File: src/rtl/clk_switch_pkg.sv
// Shared types for the clock-switch sequencer.
// Assumes nothing beyond standard synthesizable SystemVerilog.
package clk_switch_pkg;

    // Sequencer phases
    typedef enum logic [2:0] {
        ST_FREE,  // unlocked, reference clock, idle
        ST_ARM,   // lock seen, waiting for a word tick
        ST_QUAL,  // lock-in pulse active, qualifying
        ST_LOCK,  // locked and qualified
        ST_DROP   // unlock pulse active, counting word ticks
    } seq_state_t;

endpackage

File: src/rtl/css_sync.sv
// Two-flop synchronizer for the asynchronous lock-detect input.
// Assumes the input is quasi-static relative to the reference clock.
module css_sync (
    input  logic clk,
    input  logic rst_n,
    input  logic d_async,
    output logic q_sync
);
    logic meta_q;

    // Shift the input through two flops; reset reads as unlocked.
    always_ff @(posedge clk) begin
        if (!rst_n) begin
            meta_q <= 1'b0;
            q_sync <= 1'b0;
        end else begin
            meta_q <= d_async;
            q_sync <= meta_q;
        end
    end
endmodule

File: src/rtl/css_word_tick.sv
// Divides the reference clock into a registered one-cycle word tick.
// Assumes DIV >= 2; the tick first appears DIV cycles after reset.
module css_word_tick #(
    parameter int DIV = 512
) (
    input  logic clk,
    input  logic rst_n,
    output logic tick
);
    localparam int W = (DIV > 2) ? $clog2(DIV) : 1;
    localparam logic [W-1:0] LAST = W'(DIV - 1);

    logic [W-1:0] cnt_q;

    // Wrap the counter and register the strobe at its last count.
    always_ff @(posedge clk) begin
        if (!rst_n) begin
            cnt_q <= '0;
            tick  <= 1'b0;
        end else begin
            cnt_q <= (cnt_q == LAST) ? '0 : cnt_q + W'(1);
            tick  <= (cnt_q == LAST);
        end
    end
endmodule

File: src/rtl/css_delay_sel.sv
// Maps the 2-bit delay code to a clock-switch delay in reference cycles.
// Assumes the table is ordered longest (code 0) to shortest (code 3).
module css_delay_sel #(
    parameter int CW   = 18,
    parameter int DLY0 = 66355,
    parameter int DLY1 = 33178,
    parameter int DLY2 = 16589,
    parameter int DLY3 = 8294
) (
    input  logic [1:0]    code,
    output logic [CW-1:0] dly
);
    // Pick the delay for the current code.
    always_comb begin
        unique case (code)
            2'd0:    dly = CW'(DLY0);
            2'd1:    dly = CW'(DLY1);
            2'd2:    dly = CW'(DLY2);
            default: dly = CW'(DLY3);
        endcase
    end
endmodule

File: src/rtl/css_seq_fsm.sv
// Lock-in / unlock sequencer: drives the error flag, the pulse-active
// state and the clock select from the synchronized lock and word tick.
// Assumes dly >= 1; if dly exceeds QUAL_CYC the select moves at lock.
module css_seq_fsm
    import clk_switch_pkg::*;
#(
    parameter int CW           = 18,
    parameter int QUAL_CYC     = 73728,
    parameter int UNLOCK_TICKS = 256
) (
    input  logic          clk,
    input  logic          rst_n,
    input  logic          lock_s,
    input  logic          tick,
    input  logic [CW-1:0] dly,
    output logic          err_q,
    output logic          act_q,
    output logic          sel_q
);
    localparam logic [CW-1:0] QUAL_LAST = CW'(QUAL_CYC - 1);
    localparam logic [CW-1:0] TICK_LAST = CW'(UNLOCK_TICKS - 1);

    seq_state_t    state_q;
    logic [CW-1:0] cnt_q;

    // Advance the sequence; lock loss outside the idle phases wins.
    always_ff @(posedge clk) begin
        if (!rst_n) begin
            state_q <= ST_FREE;
            cnt_q   <= '0;
            err_q   <= 1'b1;
            act_q   <= 1'b0;
            sel_q   <= 1'b0;
        end else if (!lock_s && (state_q == ST_ARM || state_q == ST_QUAL ||
                                 state_q == ST_LOCK)) begin
            state_q <= ST_DROP;
            cnt_q   <= '0;
            err_q   <= 1'b1;
            act_q   <= 1'b1;
            sel_q   <= 1'b0;
        end else begin
            case (state_q)
                ST_FREE: begin
                    if (lock_s) state_q <= ST_ARM;
                end
                ST_ARM: begin
                    if (tick) begin
                        state_q <= ST_QUAL;
                        act_q   <= 1'b1;
                        cnt_q   <= '0;
                    end
                end
                ST_QUAL: begin
                    cnt_q <= cnt_q + CW'(1);
                    if (cnt_q == dly - CW'(1)) sel_q <= 1'b1;
                    if (cnt_q == QUAL_LAST) begin
                        state_q <= ST_LOCK;
                        err_q   <= 1'b0;
                        act_q   <= 1'b0;
                        sel_q   <= 1'b1;
                    end
                end
                ST_DROP: begin
                    if (tick) begin
                        if (cnt_q == TICK_LAST) begin
                            state_q <= ST_FREE;
                            act_q   <= 1'b0;
                            cnt_q   <= '0;
                        end else begin
                            cnt_q <= cnt_q + CW'(1);
                        end
                    end
                end
                default: ;
            endcase
        end
    end
endmodule

File: src/rtl/clk_switch_seq.sv
// Top of the clock-switch sequencer. Everything runs on the reference
// clock; the select output feeds an external glitch-free clock mux.
// Assumes every duration parameter is >= 1 and WCLK_DIV >= 2.
module clk_switch_seq #(
    parameter int WCLK_DIV     = 512,
    parameter int QUAL_CYC     = 73728,
    parameter int DLY0         = 66355,
    parameter int DLY1         = 33178,
    parameter int DLY2         = 16589,
    parameter int DLY3         = 8294,
    parameter int UNLOCK_TICKS = 256
) (
    input  logic       clk,
    input  logic       rst_n,
    input  logic       lock_raw,
    input  logic       pulse_pol,
    input  logic [1:0] dly_code,
    output logic       rx_err,
    output logic       sel_pll,
    output logic       xsn_pulse
);
    localparam int MAX_A = (QUAL_CYC > DLY0) ? QUAL_CYC : DLY0;
    localparam int MAX_B = (MAX_A > UNLOCK_TICKS) ? MAX_A : UNLOCK_TICKS;
    localparam int CW    = $clog2(MAX_B + 1) + 1;

    logic          lock_s;
    logic          word_tick;
    logic          pulse_act;
    logic [CW-1:0] dly_cyc;

    css_sync sync_i (
        .clk     (clk),
        .rst_n   (rst_n),
        .d_async (lock_raw),
        .q_sync  (lock_s)
    );

    css_word_tick #(.DIV(WCLK_DIV)) tick_i (
        .clk   (clk),
        .rst_n (rst_n),
        .tick  (word_tick)
    );

    css_delay_sel #(
        .CW(CW), .DLY0(DLY0), .DLY1(DLY1), .DLY2(DLY2), .DLY3(DLY3)
    ) dsel_i (
        .code (dly_code),
        .dly  (dly_cyc)
    );

    css_seq_fsm #(
        .CW(CW), .QUAL_CYC(QUAL_CYC), .UNLOCK_TICKS(UNLOCK_TICKS)
    ) fsm_i (
        .clk    (clk),
        .rst_n  (rst_n),
        .lock_s (lock_s),
        .tick   (word_tick),
        .dly    (dly_cyc),
        .err_q  (rx_err),
        .act_q  (pulse_act),
        .sel_q  (sel_pll)
    );

    // Apply the selected polarity to the pulse-active state.
    always_comb xsn_pulse = pulse_pol ? pulse_act : ~pulse_act;

endmodule

File: config.mk
export PLATFORM = sky130hd
export DESIGN_NAME = clk_switch_seq
export DESIGN_NICKNAME = d
export VERILOG_FILES = /design/src/rtl/clk_switch_pkg.sv /design/src/rtl/css_sync.sv /design/src/rtl/css_word_tick.sv /design/src/rtl/css_delay_sel.sv /design/src/rtl/css_seq_fsm.sv /design/src/rtl/clk_switch_seq.sv
export SDC_FILE = /design/constraint.sdc
export NUM_CORES = 1
export LEC_CHECK = 0
export BUFFER_PORTS_ARGS = -buffer_cell sky130_fd_sc_hd__buf_2
export CAP_MARGIN = 20
export CORE_ASPECT_RATIO = 1.4
export CORE_UTILIZATION = 61
export DETAILED_ROUTE_END_ITERATION = 6
export PLACE_DENSITY = 0.89
export SYNTH_ARGS = -nofsm -noshare
export SYNTH_HDL_FRONTEND = slang
export SYNTH_SLANG_ARGS = --single-unit
export TNS_END_PERCENT = 20
File: constraint.sdc
create_clock -name clk -period 4.5 [get_ports clk]
set_input_delay 0.45 -clock clk [delete_from_list [all_inputs] [get_ports clk]]
set_output_delay 0.45 -clock clk [all_outputs]
set_load 0.03 [all_outputs]
==> impl_results.md <==
- Largest regs: fsm_i.cnt_q (18), tick_i.cnt_q (9), fsm_i.state_q (3)
- Top reg by flops: fsm_i.cnt_q
- Vias in the first global route: 1655
- Final Power: 619 µW
- Register-to-register setup slack: 2.39 ns
- Req. time, crit path: 4.65 ns
- Sequential share of power: a little over half
- Max Clk Rate: roughly 0.47 GHz
- Root Buffer: clkbuf_8
- Wire length per cell: 13.8 µm
- GR Util met1: 28.6%
- Unique masters post-synth: 41
- Detailed Route WL: about 4000 µm
- Commonest non-fill, non-tap cells in the layout: nor2_1 (37), dfxtp_1 (36), nand2_1 (21), xnor2_1 (16), xor2_1 (16)
- Grt ovf: 0
- Flops & latches, synth: 36
- Logic pwr share: roughly 8%
- Hpwl dp: 2930 µm
- Starting Density: 65.0%
- Crit path DAT: 2.26 ns
- Clock Sinks: 36
- Leakage dissipation: 0.000870 µW
- CTS tree: done
- P per Cell Area: around 280 nW/µm²
- Unrepaired setup endpoints after global routing: no
- Post-synthesis sequential area ratio: 34.8%
- Final hold vios: 0
- Total CTS buffers: 5
- DRT Pass-1 Iters: 4
- Status: finished clean
- IO Pins: 9
- Chip Width: 51.2 µm
- Final Cycle Share: 46.8%
- Fill cells: approximately 270
- Placement Rows: 24
- Mean Syn Cell Area: 8.31 µm²
- Min Tclk post-route: 2.11 ns
- Antenna violations before repair: 0
- Die Ht: about 71 µm
- Clk pwr share: between 30% and 40%
- DR vias: around 1800
- Postcts setup bufs: 0
- Largest net degree at the start of global routing: 19
- Maximum vdd drop: ~250 µV
- Worst Tran Pin Value: 0.650 ns
- Iter 0 DRT Violations: 39
- Nets: 269
- Worst min path class: primary input to register
- Syn-to-layout area delta: 6.17%
- Switching Share: 24.4%
- Syn nets: between 200 and 300
- Crit. End Element: register
- Cell Int Power: 468 µW
- Skew-Pair Late Insertion Delay: 0.29 ns
- Layout cell share with drive strength beyond 1: 8.70%
- Worst slew margin: 56.3%
- First-pass GRT wire length: 7020 µm
- Setup Total Neg Slack: 0 ns
- Mapped Cells: ~250
- Max cap viols: 0
- CP max FO: 18
- Max FFs per register: 18
- Clock-pin slew on the worst setup and hold paths: 0.07 ns
- Ant. Diodes: 0
- Sw power: ~150 µW
- Final Max Slew Viols: 0
- Hold_buf cts: 0
- DIE AREA: 3630 µm²
- DRC violations left: 0
- Total Routing Usage GR: 25.6%
- Grt met3 use: 6.88%
- I/O Buffers: 8
- Critical path class: register to register
- Post-CTS Resized: 0
- Detail Route Antenna Nets: 0
- H-tree Lvls: 2
- Synth Cell Area: a little over 2000 µm²
- Worst clock skew: ~0.0032 ns
- CORE AREA: 3180 µm²
- Routability cong.: 0.810
- Synth warnings: 0
- Met2 global-route usage: between 40% and 50%
- CP Launch Type: register
- Vias per inst: 6.00
- Gr busiest metal: met2
- Commonest non-fill, non-tap cell in the layout: nor2_1
- Final setup viols: 0
- Clock buffer depth: 2
-- final cells by class --
class / count / area [µm²] / area share [%]
Sequential cell: 36 / 721 / 32.8
Inverter: 7 / 26.3 / 1.20
Timing Repair Buffer: 8 / 40.0 / 1.82
Clock buffer: 7 / 86.3 / 3.93
Clock inverter: 1 / 7.51 / 0.342
Multi-Input combinational cell: 194 / 1270 / 57.7
Tap cell: 39 / 48.8 / 2.22
-- synth_stat cells --
cell / instances / area share, %
clkbuf_1: 6 / 1.1
nor3b_2: 1 / 0.60
nand2_1: 21 / 3.8
nor2_1: 37 / 6.7
nor2b_1: 2 / 0.60
a31oi_1: 3 / 0.91
and3_2: 1 / 0.36
or3_1: 4 / 1.2
o31a_1: 1 / 0.42
ha_1: 11 / 6.7
a2111oi_4: 1 / 1.3
dfxtp_1: 36 / 35
a21o_1: 1 / 0.36
nand2b_1: 3 / 0.91
and2_1: 6 / 1.8
nor4_1: 6 / 1.8
and4_1: 2 / 0.85
or4_4: 1 / 0.54
o21ai_1: 1 / 0.24
o21ai_0: 8 / 1.9
nand4_1: 7 / 2.1
nand4b_1: 1 / 0.42
a221oi_1: 2 / 0.85
buf_4: 1 / 0.36
nor3_1: 6 / 1.5
a21oi_1: 5 / 1.2
buf_2: 5 / 1.2
and4bb_2: 2 / 1.2
inv_1: 7 / 1.3
o211ai_1: 1 / 0.36
nand3b_1: 2 / 0.73
nor4b_1: 2 / 0.85
o311a_1: 1 / 0.48
o31ai_1: 4 / 1.5
a31o_2: 1 / 0.42
xnor2_1: 16 / 6.8
nand3_1: 9 / 2.2
a211oi_1: 2 / 0.73
xor2_1: 16 / 6.8
a21boi_0: 1 / 0.36
and3_1: 6 / 1.8
-- routing by layer --
layer | vias to the layer above | routed length, µm
met2 | 38 | 2060
met4 | 0 | 72
met3 | 8 | 175
met1 | 838 | 1730
met5 | - | 0
li1 | 869 | -
-- cells by family after synthesis --
family          count (synthesis)  share of synthesized area [%]
simple gates                  119                           30.0
flops                          36                           34.8
compound gates                 32                           11.1
xor+xnor                       32                           13.5
buf+inv                        19                           3.93
fa+ha+maj                      11                           6.65
-- final timing paths --
| path | start | end | cells after the start |
|---|---|---|---|
| hold reg to reg | sync_i.meta_q | sync_i.q_sync | 1 |
| hold / removal | lock_raw | sync_i.meta_q | 2 |
| setup / recovery | fsm_i.cnt_q[0] | fsm_i.cnt_q[16] | 6 |
| setup reg to reg | fsm_i.cnt_q[0] | fsm_i.cnt_q[16] | 6 |
-- critical path, stage by stage, from the launching register on --
cell	delay, ns
dfxtp_1	0.44
ha_1	0.21
and2_1	0.19
nand4_1	0.19
o21ai_1	0.28
a21o_1	0.54
nor2_1	0.12
-- power by group through the flow --
| stage | combinational, µW | clock (µW) | sequential, µW |
|---|---|---|---|
| 6_report | 48.6 | 240 | 330 |
| 5_1_grt | 54.6 | 260 | 330 |
| 4_1_cts | 48.8 | 245 | 330 |
| 3_5_place_dp | 48.3 | 0 | 337 |
| 3_3_place_gp | 46.7 | 0 | 337 |
| 2_1_floorplan | 42.0 | 0 | 333 |
-- stage by stage --
stage / setup WS [ns] / utilization [%] / hold WS [ns] / instance area, µm² / cells
after floorplan: 2.54 / - / 0.412 / 2070 / 249
after global placement: 2.32 / 66.1 / 0.422 / 2100 / 284
after detailed placement: 2.28 / 66.1 / 0.421 / 2100 / 284
after CTS: 2.42 / 69.0 / 0.357 / 2200 / 292
after global routing: 2.21 / 69.0 / 0.383 / 2200 / 292
final: 2.39 / 69.0 / 0.363 / 2200 / 292
(Power assumes the default switching activity.)
